## config.mk

```make
export PLATFORM = sky130hd
export DESIGN_NAME = ireg_seq
export DESIGN_NICKNAME = d
export VERILOG_FILES = /design/src/rtl/ireg_pkg.sv /design/src/rtl/ireg_fsm.sv /design/src/rtl/ireg_poll_ctr.sv /design/src/rtl/ireg_frame.sv /design/src/rtl/ireg_rcap.sv /design/src/rtl/ireg_seq.sv
export SDC_FILE = /design/constraint.sdc
export NUM_CORES = 1
export LEC_CHECK = 0
export BUFFER_PORTS_ARGS = -buffer_cell sky130_fd_sc_hd__buf_2
export CORE_MARGIN = 10
export CORE_UTILIZATION = 50
export DETAILED_ROUTE_END_ITERATION = 12
export GPL_TIMING_DRIVEN = 0
export PLACE_DENSITY = 0.84
export SLEW_MARGIN = 20
export SYNTH_ARGS = -nofsm -noshare
export SYNTH_HDL_FRONTEND = slang
export SYNTH_SLANG_ARGS = --single-unit
```

## constraint.sdc

```tcl
create_clock -name clk -period 7 [get_ports clk]
set_input_delay 1.4 -clock clk [delete_from_list [all_inputs] [get_ports clk]]
set_output_delay 1.4 -clock clk [all_outputs]
set_load 0.01 [all_outputs]
```

## src/rtl/ireg_pkg.sv

```systemverilog
package ireg_pkg;

    typedef enum logic [3:0] {
        ST_IDLE,
        ST_IR_REQ,
        ST_IR_WAIT,
        ST_OP_REQ,
        ST_OP_WAIT,
        ST_POLL_REQ,
        ST_POLL_WAIT,
        ST_RD_REQ,
        ST_RD_WAIT,
        ST_DONE
    } seq_state_t;

    typedef enum logic [1:0] {
        SCAN_IR,
        SCAN_OP,
        SCAN_POLL,
        SCAN_RD
    } scan_kind_t;

endpackage

```

## src/rtl/ireg_fsm.sv

```systemverilog
module ireg_fsm
    import ireg_pkg::*;
(
    input  logic       clk,
    input  logic       rst_n,
    input  logic       start,
    input  logic       is_write,
    input  logic       scan_ready,
    input  logic       scan_done,
    input  logic       busy_bit,
    input  logic       last_try,
    output seq_state_t state
);

    seq_state_t state_nx;

    always_ff @(posedge clk or negedge rst_n) begin
        if (!rst_n) begin
            state <= ST_IDLE;
        end else begin
            state <= state_nx;
        end
    end

    always_comb begin
        state_nx = state;
        unique case (state)
            ST_IDLE:      if (start)      state_nx = ST_IR_REQ;
            ST_IR_REQ:    if (scan_ready) state_nx = ST_IR_WAIT;
            ST_IR_WAIT:   if (scan_done)  state_nx = ST_OP_REQ;
            ST_OP_REQ:    if (scan_ready) state_nx = ST_OP_WAIT;
            ST_OP_WAIT:   if (scan_done)  state_nx = ST_POLL_REQ;
            ST_POLL_REQ:  if (scan_ready) state_nx = ST_POLL_WAIT;
            ST_POLL_WAIT: begin
                if (scan_done) begin
                    if (!busy_bit) begin
                        state_nx = is_write ? ST_DONE : ST_RD_REQ;
                    end else if (last_try) begin
                        state_nx = ST_DONE;
                    end else begin
                        state_nx = ST_POLL_REQ;
                    end
                end
            end
            ST_RD_REQ:    if (scan_ready) state_nx = ST_RD_WAIT;
            ST_RD_WAIT:   if (scan_done)  state_nx = ST_DONE;
            ST_DONE:      state_nx = ST_IDLE;
            default:      state_nx = ST_IDLE;
        endcase
    end

endmodule

```

## src/rtl/ireg_poll_ctr.sv

```systemverilog
module ireg_poll_ctr #(
    parameter int POLL_W = 8
) (
    input  logic              clk,
    input  logic              rst_n,
    input  logic              clear,
    input  logic              step,
    input  logic [POLL_W-1:0] limit,
    output logic              last_try
);

    logic [POLL_W-1:0] tries;
    logic [POLL_W:0]   tries_next;
    logic [POLL_W:0]   eff_limit;

    always_ff @(posedge clk or negedge rst_n) begin
        if (!rst_n) begin
            tries <= '0;
        end else if (clear) begin
            tries <= '0;
        end else if (step && !(&tries)) begin
            tries <= tries + 1'b1;
        end
    end

    always_comb begin
        tries_next = {1'b0, tries} + 1'b1;
        eff_limit  = (limit == '0) ? {{POLL_W{1'b0}}, 1'b1} : {1'b0, limit};
        last_try   = (tries_next >= eff_limit);
    end

endmodule

```

## src/rtl/ireg_frame.sv

```systemverilog
module ireg_frame
    import ireg_pkg::*;
#(
    parameter int IR_LEN = 16,
    parameter int MAX_DW = 16,
    parameter int SCAN_W = 18,
    parameter int DW_W   = 5,
    parameter int LEN_W  = 5
) (
    input  scan_kind_t        kind,
    input  logic              is_write,
    input  logic [IR_LEN-1:0] sel,
    input  logic [DW_W-1:0]   width,
    input  logic [MAX_DW-1:0] wdata,
    output logic              is_ir,
    output logic [LEN_W-1:0]  len,
    output logic [SCAN_W-1:0] tdi
);

    logic [SCAN_W-1:0] wpad;
    logic [SCAN_W-1:0] wframe;
    logic [LEN_W-1:0]  width_l;

    assign wpad    = SCAN_W'(wdata);
    assign width_l = LEN_W'(width);

    always_comb begin
        for (int i = 0; i < SCAN_W; i++) begin
            if (i < int'(width)) begin
                wframe[i] = wpad[i];
            end else if ((i == int'(width)) || (i == int'(width) + 1)) begin
                wframe[i] = 1'b1;
            end else begin
                wframe[i] = 1'b0;
            end
        end
    end

    always_comb begin
        is_ir = 1'b0;
        len   = '0;
        tdi   = '0;
        unique case (kind)
            SCAN_IR: begin
                is_ir = 1'b1;
                len   = LEN_W'(IR_LEN);
                tdi   = SCAN_W'(sel);
            end
            SCAN_OP: begin
                if (is_write) begin
                    len = width_l + LEN_W'(2);
                    tdi = wframe;
                end else begin
                    len = LEN_W'(2);
                    tdi = SCAN_W'(2);
                end
            end
            SCAN_POLL: begin
                len = LEN_W'(1);
            end
            SCAN_RD: begin
                len = width_l + LEN_W'(1);
            end
            default: begin
                len = '0;
            end
        endcase
    end

endmodule

```

## src/rtl/ireg_rcap.sv

```systemverilog
module ireg_rcap #(
    parameter int MAX_DW = 16,
    parameter int SCAN_W = 18,
    parameter int DW_W   = 5
) (
    input  logic              clk,
    input  logic              rst_n,
    input  logic              clear,
    input  logic              load,
    input  logic [DW_W-1:0]   width,
    input  logic [SCAN_W-1:0] tdo,
    output logic [MAX_DW-1:0] rdata
);

    logic [MAX_DW-1:0] stripped;

    always_comb begin
        for (int i = 0; i < MAX_DW; i++) begin
            stripped[i] = (i < int'(width)) ? tdo[i+1] : 1'b0;
        end
    end

    always_ff @(posedge clk or negedge rst_n) begin
        if (!rst_n) begin
            rdata <= '0;
        end else if (clear) begin
            rdata <= '0;
        end else if (load) begin
            rdata <= stripped;
        end
    end

endmodule

```

## src/rtl/ireg_seq.sv

```systemverilog
module ireg_seq
    import ireg_pkg::*;
#(
    parameter int IR_LEN = 16,
    parameter int MAX_DW = 16,
    parameter int POLL_W = 8,
    localparam int SCAN_W = (IR_LEN > MAX_DW + 2) ? IR_LEN : MAX_DW + 2,
    localparam int DW_W   = $clog2(MAX_DW + 1),
    localparam int LEN_W  = $clog2(SCAN_W + 1)
) (
    input  logic              clk,
    input  logic              rst_n,
    input  logic              req_valid,
    output logic              req_ready,
    input  logic              req_write,
    input  logic [IR_LEN-1:0] req_sel,
    input  logic [DW_W-1:0]   req_width,
    input  logic [MAX_DW-1:0] req_wdata,
    input  logic [POLL_W-1:0] poll_limit,
    output logic              done,
    output logic              err,
    output logic [MAX_DW-1:0] rdata,
    output logic              scan_valid,
    input  logic              scan_ready,
    output logic              scan_is_ir,
    output logic [LEN_W-1:0]  scan_len,
    output logic [SCAN_W-1:0] scan_tdi,
    input  logic              scan_done,
    input  logic [SCAN_W-1:0] scan_tdo
);

    seq_state_t        state;
    scan_kind_t        kind;
    logic              start;
    logic              last_try;
    logic              poll_resp;
    logic              timeout;
    logic              rd_load;

    logic              lat_write;
    logic [IR_LEN-1:0] lat_sel;
    logic [DW_W-1:0]   lat_width;
    logic [MAX_DW-1:0] lat_wdata;
    logic [POLL_W-1:0] lat_limit;

    // Request latch: one request held for the whole sequence.
    always_ff @(posedge clk or negedge rst_n) begin
        if (!rst_n) begin
            lat_write <= 1'b0;
            lat_sel   <= '0;
            lat_width <= '0;
            lat_wdata <= '0;
            lat_limit <= '0;
        end else if (start) begin
            lat_write <= req_write;
            lat_sel   <= req_sel;
            lat_width <= req_width;
            lat_wdata <= req_wdata;
            lat_limit <= poll_limit;
        end
    end

    // Outputs decoded from the state register.
    always_comb begin
        req_ready  = (state == ST_IDLE);
        start      = req_ready && req_valid;
        done       = (state == ST_DONE);
        scan_valid = 1'b0;
        kind       = SCAN_IR;
        unique case (state)
            ST_IR_REQ:   begin scan_valid = 1'b1; kind = SCAN_IR;   end
            ST_OP_REQ:   begin scan_valid = 1'b1; kind = SCAN_OP;   end
            ST_POLL_REQ: begin scan_valid = 1'b1; kind = SCAN_POLL; end
            ST_RD_REQ:   begin scan_valid = 1'b1; kind = SCAN_RD;   end
            default:     begin scan_valid = 1'b0; kind = SCAN_IR;   end
        endcase
        poll_resp = (state == ST_POLL_WAIT) && scan_done;
        timeout   = poll_resp && scan_tdo[0] && last_try;
        rd_load   = (state == ST_RD_WAIT) && scan_done;
    end

    always_ff @(posedge clk or negedge rst_n) begin
        if (!rst_n) begin
            err <= 1'b0;
        end else if (start) begin
            err <= 1'b0;
        end else if (timeout) begin
            err <= 1'b1;
        end
    end

    ireg_fsm u_fsm (
        .clk        (clk),
        .rst_n      (rst_n),
        .start      (start),
        .is_write   (lat_write),
        .scan_ready (scan_ready),
        .scan_done  (scan_done),
        .busy_bit   (scan_tdo[0]),
        .last_try   (last_try),
        .state      (state)
    );

    ireg_poll_ctr #(
        .POLL_W (POLL_W)
    ) u_poll (
        .clk      (clk),
        .rst_n    (rst_n),
        .clear    (start),
        .step     (poll_resp),
        .limit    (lat_limit),
        .last_try (last_try)
    );

    ireg_frame #(
        .IR_LEN (IR_LEN),
        .MAX_DW (MAX_DW),
        .SCAN_W (SCAN_W),
        .DW_W   (DW_W),
        .LEN_W  (LEN_W)
    ) u_frame (
        .kind     (kind),
        .is_write (lat_write),
        .sel      (lat_sel),
        .width    (lat_width),
        .wdata    (lat_wdata),
        .is_ir    (scan_is_ir),
        .len      (scan_len),
        .tdi      (scan_tdi)
    );

    ireg_rcap #(
        .MAX_DW (MAX_DW),
        .SCAN_W (SCAN_W),
        .DW_W   (DW_W)
    ) u_rcap (
        .clk   (clk),
        .rst_n (rst_n),
        .clear (start),
        .load  (rd_load),
        .width (lat_width),
        .tdo   (scan_tdo),
        .rdata (rdata)
    );

endmodule

```

==> metrics.yaml <==
outcome:
  status: "completed"
placement:
  hpwl_mm: 10.6
  port_buffers: 111
  place_inst: 674
  post-place-ws_ps: 3190
  routabilityCongestion: 0.964
routing:
  dr.first_iter.drc_count: 323
  wl_mm: 13.6
  drtAntennaViolNets: 0
  wire_per_inst_um: 19.7
  route.detailed.drc: 0
  viasPerCell: 5.84
  via_count: 4030
  drtPass1Iterations: 5
clock_tree:
  clk_latency_ps: 360
  cts_tree: "built"
  clk_pin_slew_ps: 90
  cts_resized: 0
  cts_max_level: 3
  cts.path.max_buffers: 2
  post_cts_buffers: 0
  root_buffer: "clkbuf_8"
  cts_made_buffers: 9
  clkSinkCount: 75
  holdBufCountCts: 0
flow_run:
  cap_viol_max_count: 0
finish:
  final_util_pct: 61.1
  fin_cells: 690
  drive_above_1_share_pct: 35.2
  nets: 663
  area_growth_pct: 20.5
  antenna_cells: 0
sta:
  fmax_ghz: 0.233
  finalClockSkew_ps: 12.9
  timing.hold.ws_ps: 473
  timing.final.ws_setup_ps: 2700
  hold_viol_final: 0
  drv_slew: 0
  tightest_slew_ps: 770
  rsz0062_at_grt: "no"
  min_period_over_period_pct: 61.4
  fin_crit_ps: 4300
  finalSetupViolCount: 0
  fin_tns_setup_ps: 0
  maxSlewHeadroom_pct: 48.1
yosys:
  yosysWarnings: 0
  synth.net_count: 540
  synth_top_cell_by_area: "dfrtp_1"
  synth.avg_cell_area_um2: 10.3
  yosys_most_used_dff: "dfrtp_1"
  async_flop_share_pct: 100
  synth_seq_cells: 75
  yosys-top-cells-area: "dfrtp_1 40%, mux2_4 14%, ha_1 5.4%, nand2_1 4.1%, o21ai_0 3.8%"
  ys_types: 58
  synth-edff-count: 0
  synth_cells: 451
  synth.cell_area_um2: 4640
  synth.top_cell.area_share_pct: 40.5
  ys_seq_area_share_pct: 40.5
critical_path:
  path_cells: "ha_1 > buf_2 > xnor2_1 > nand3_1 > nor3b_1 > a22oi_1 > a211oi_1 > buf_2"
  cp_max_fo: 10
  cp_num_buf_inv: 2
  regToRegSetupSlack_ps: 4290
  crit_end: "scan_tdi[17]"
  startpoint_type: "flip-flop"
  crit_type: "reg -> out"
  arrival_ps: 2900
  cp.depth: 8
  r2r_end: "err$_DFFE_PN0P_"
  crit_slowest_cell: "dfrtp_1"
  path_delay_family: "simple AND/OR/NAND/NOR gates"
  worstPathRequired_ps: 5600
  worst_path_largest_cell_delay_ps: 540
  r2r-start: "u_poll.tries[2]$_DFFE_PN0P_"
  critPathMostFrequentCell: "buf_2"
  worst_r2r_path_depth: 10
  worstSetupStartpoint: "lat_width[1]$_DFFE_PN0P_"
  crit_path_end_kind: "primary output"
grt:
  grt_antenna_before_repair: 0
  grt_pass1_wl_mm: 21.3
  grt_start_max_net_pins: 47
  globalRouteOverflowTotal: 0
  grt_pass1_vias: 4128
  grtUsageTotal_pct: 19.9
floorplanning:
  core_um2: 9150
  initial_utilization_pct: 50.7
  fp.dieH_um: 116
  die_x_um: 116
  row_count: 35
  ios: 113
  die_area_um2: 13500
pwr:
  vdd_drop_max_v: 0.000211
  p_leak_nw: 2.92
  power.density_nw_per_um2: 440
worst_hold_path:
  hold_class: "reg -> reg"
==> synth_stat cells (2+ instances only) <==
master / n
o21ai_1: 7
a21o_1: 2
nand2_1: 51
nand3b_1: 5
o211ai_1: 3
o21a_1: 2
mux2_4: 43
and3_1: 6
mux2i_1: 8
nand4_1: 5
clkbuf_1: 2
a211oi_1: 4
nor2_1: 18
a32oi_1: 2
xnor2_1: 7
or3_1: 2
xor2_1: 2
a221oi_1: 2
nor2b_1: 4
a21oi_1: 13
a21boi_0: 2
a31oi_1: 4
and2_1: 3
o31ai_1: 3
o21ai_0: 35
nand3_1: 22
buf_6: 6
buf_2: 16
ha_1: 20
dfrtp_1: 75
nor3_1: 7
a32o_1: 16
o22ai_1: 2
mux2_2: 3
nand2b_1: 7
a22oi_1: 2
inv_1: 19
==> metrics by stage <==
step                instance area, µm²  total power (W)
floorplan                         4640          0.00162
global placement                  5330          0.00200
detailed placement                5350          0.00203
CTS                               5590          0.00244
global route                      5590          0.00261
finish                            5590          0.00246
==> layout by cell type (no fill, tap or decap), drive strengths merged, types with 4 or more instances in the layout <==
master / n
a211oi: 4
a21oi: 13
a31oi: 4
a32o: 16
and3: 6
buf: 135
clkbuf: 15
dfrtp: 75
ha: 20
inv: 20
mux2: 46
mux2i: 8
nand2: 53
nand2b: 7
nand3: 22
nand3b: 5
nand4: 5
nor2: 18
nor2b: 4
nor3: 8
o21ai: 43
xnor2: 7
==> tightest hold or removal path: cells and delay by family, from the launching register on <==
family,cells,cell delay [ps]
flip-flops,1,350
AND/OR/NAND/NOR,2,100
==> worst min-delay path by stage <==
stage / start / to / slack [ps] / depth (start not counted)
global placement: u_rcap.rdata[13]$_DFFE_PN0P_ / u_rcap.rdata[13]$_DFFE_PN0P_ / 450 / 2
global route: u_rcap.rdata[15]$_DFFE_PN0P_ / u_rcap.rdata[15]$_DFFE_PN0P_ / 500 / 1
detailed placement: u_rcap.rdata[11]$_DFFE_PN0P_ / u_rcap.rdata[11]$_DFFE_PN0P_ / 460 / 2
floorplan: lat_wdata[1]$_DFFE_PN0P_ / lat_wdata[1]$_DFFE_PN0P_ / 470 / 1
CTS: u_rcap.rdata[11]$_DFFE_PN0P_ / u_rcap.rdata[11]$_DFFE_PN0P_ / 480 / 2
finish: u_rcap.rdata[11]$_DFFE_PN0P_ / u_rcap.rdata[11]$_DFFE_PN0P_ / 470 / 2
==> cells by family (layout without fill, tap and decap cells) <==
group	Yosys count	after routing	synth area share, %
flip-flops	75	75	40.5
AND/OR/NAND/NOR	140	140	15.3
AO/OA/AOI/OAI	107	107	15.5
buffers and inverters	46	174	5.23
multiplexers	54	54	16.4
XOR/XNOR	9	9	1.70
adder cells (fa/ha/maj)	20	20	5.40
==> routing by layer <==
layer  vias to the layer above  GRT usage [%]  part of all wire (%)
met1                      1966           26.6                    45
li1                       1878              -                     -
met3                        16           4.73                   8.4
met4                         0           6.01                   1.2
met2                       170           31.3                    45
met5                         -              0                     0
==> state kept, by name, summed over array words and instances, names as in the netlist <==
register	flops
lat_sel	16
lat_wdata	16
u_rcap.rdata	16
lat_limit	8
u_poll.tries	8
lat_width	5
u_fsm.state	4
err	1
lat_write	1
==> where the power goes <==
part | internal [W] | switching, W | total, W
Clock | 0.000238 | 0.000170 | 0.000408
Combinational | 0.000578 | 0.000740 | 0.00132
Sequential | 0.000599 | 0.000135 | 0.000733
==> area by class of cell <==
class / instances / area [µm²]
fill: 796 / 3560
multi-input combinational: 330 / 2520
sequential: 75 / 1880
timing repair buffer: 112 / 578
buffer: 26 / 168
tap: 111 / 139
clock buffer: 12 / 135
clock inverter: 4 / 98.8
inverter: 20 / 75.1
(Power assumes the default switching activity.)
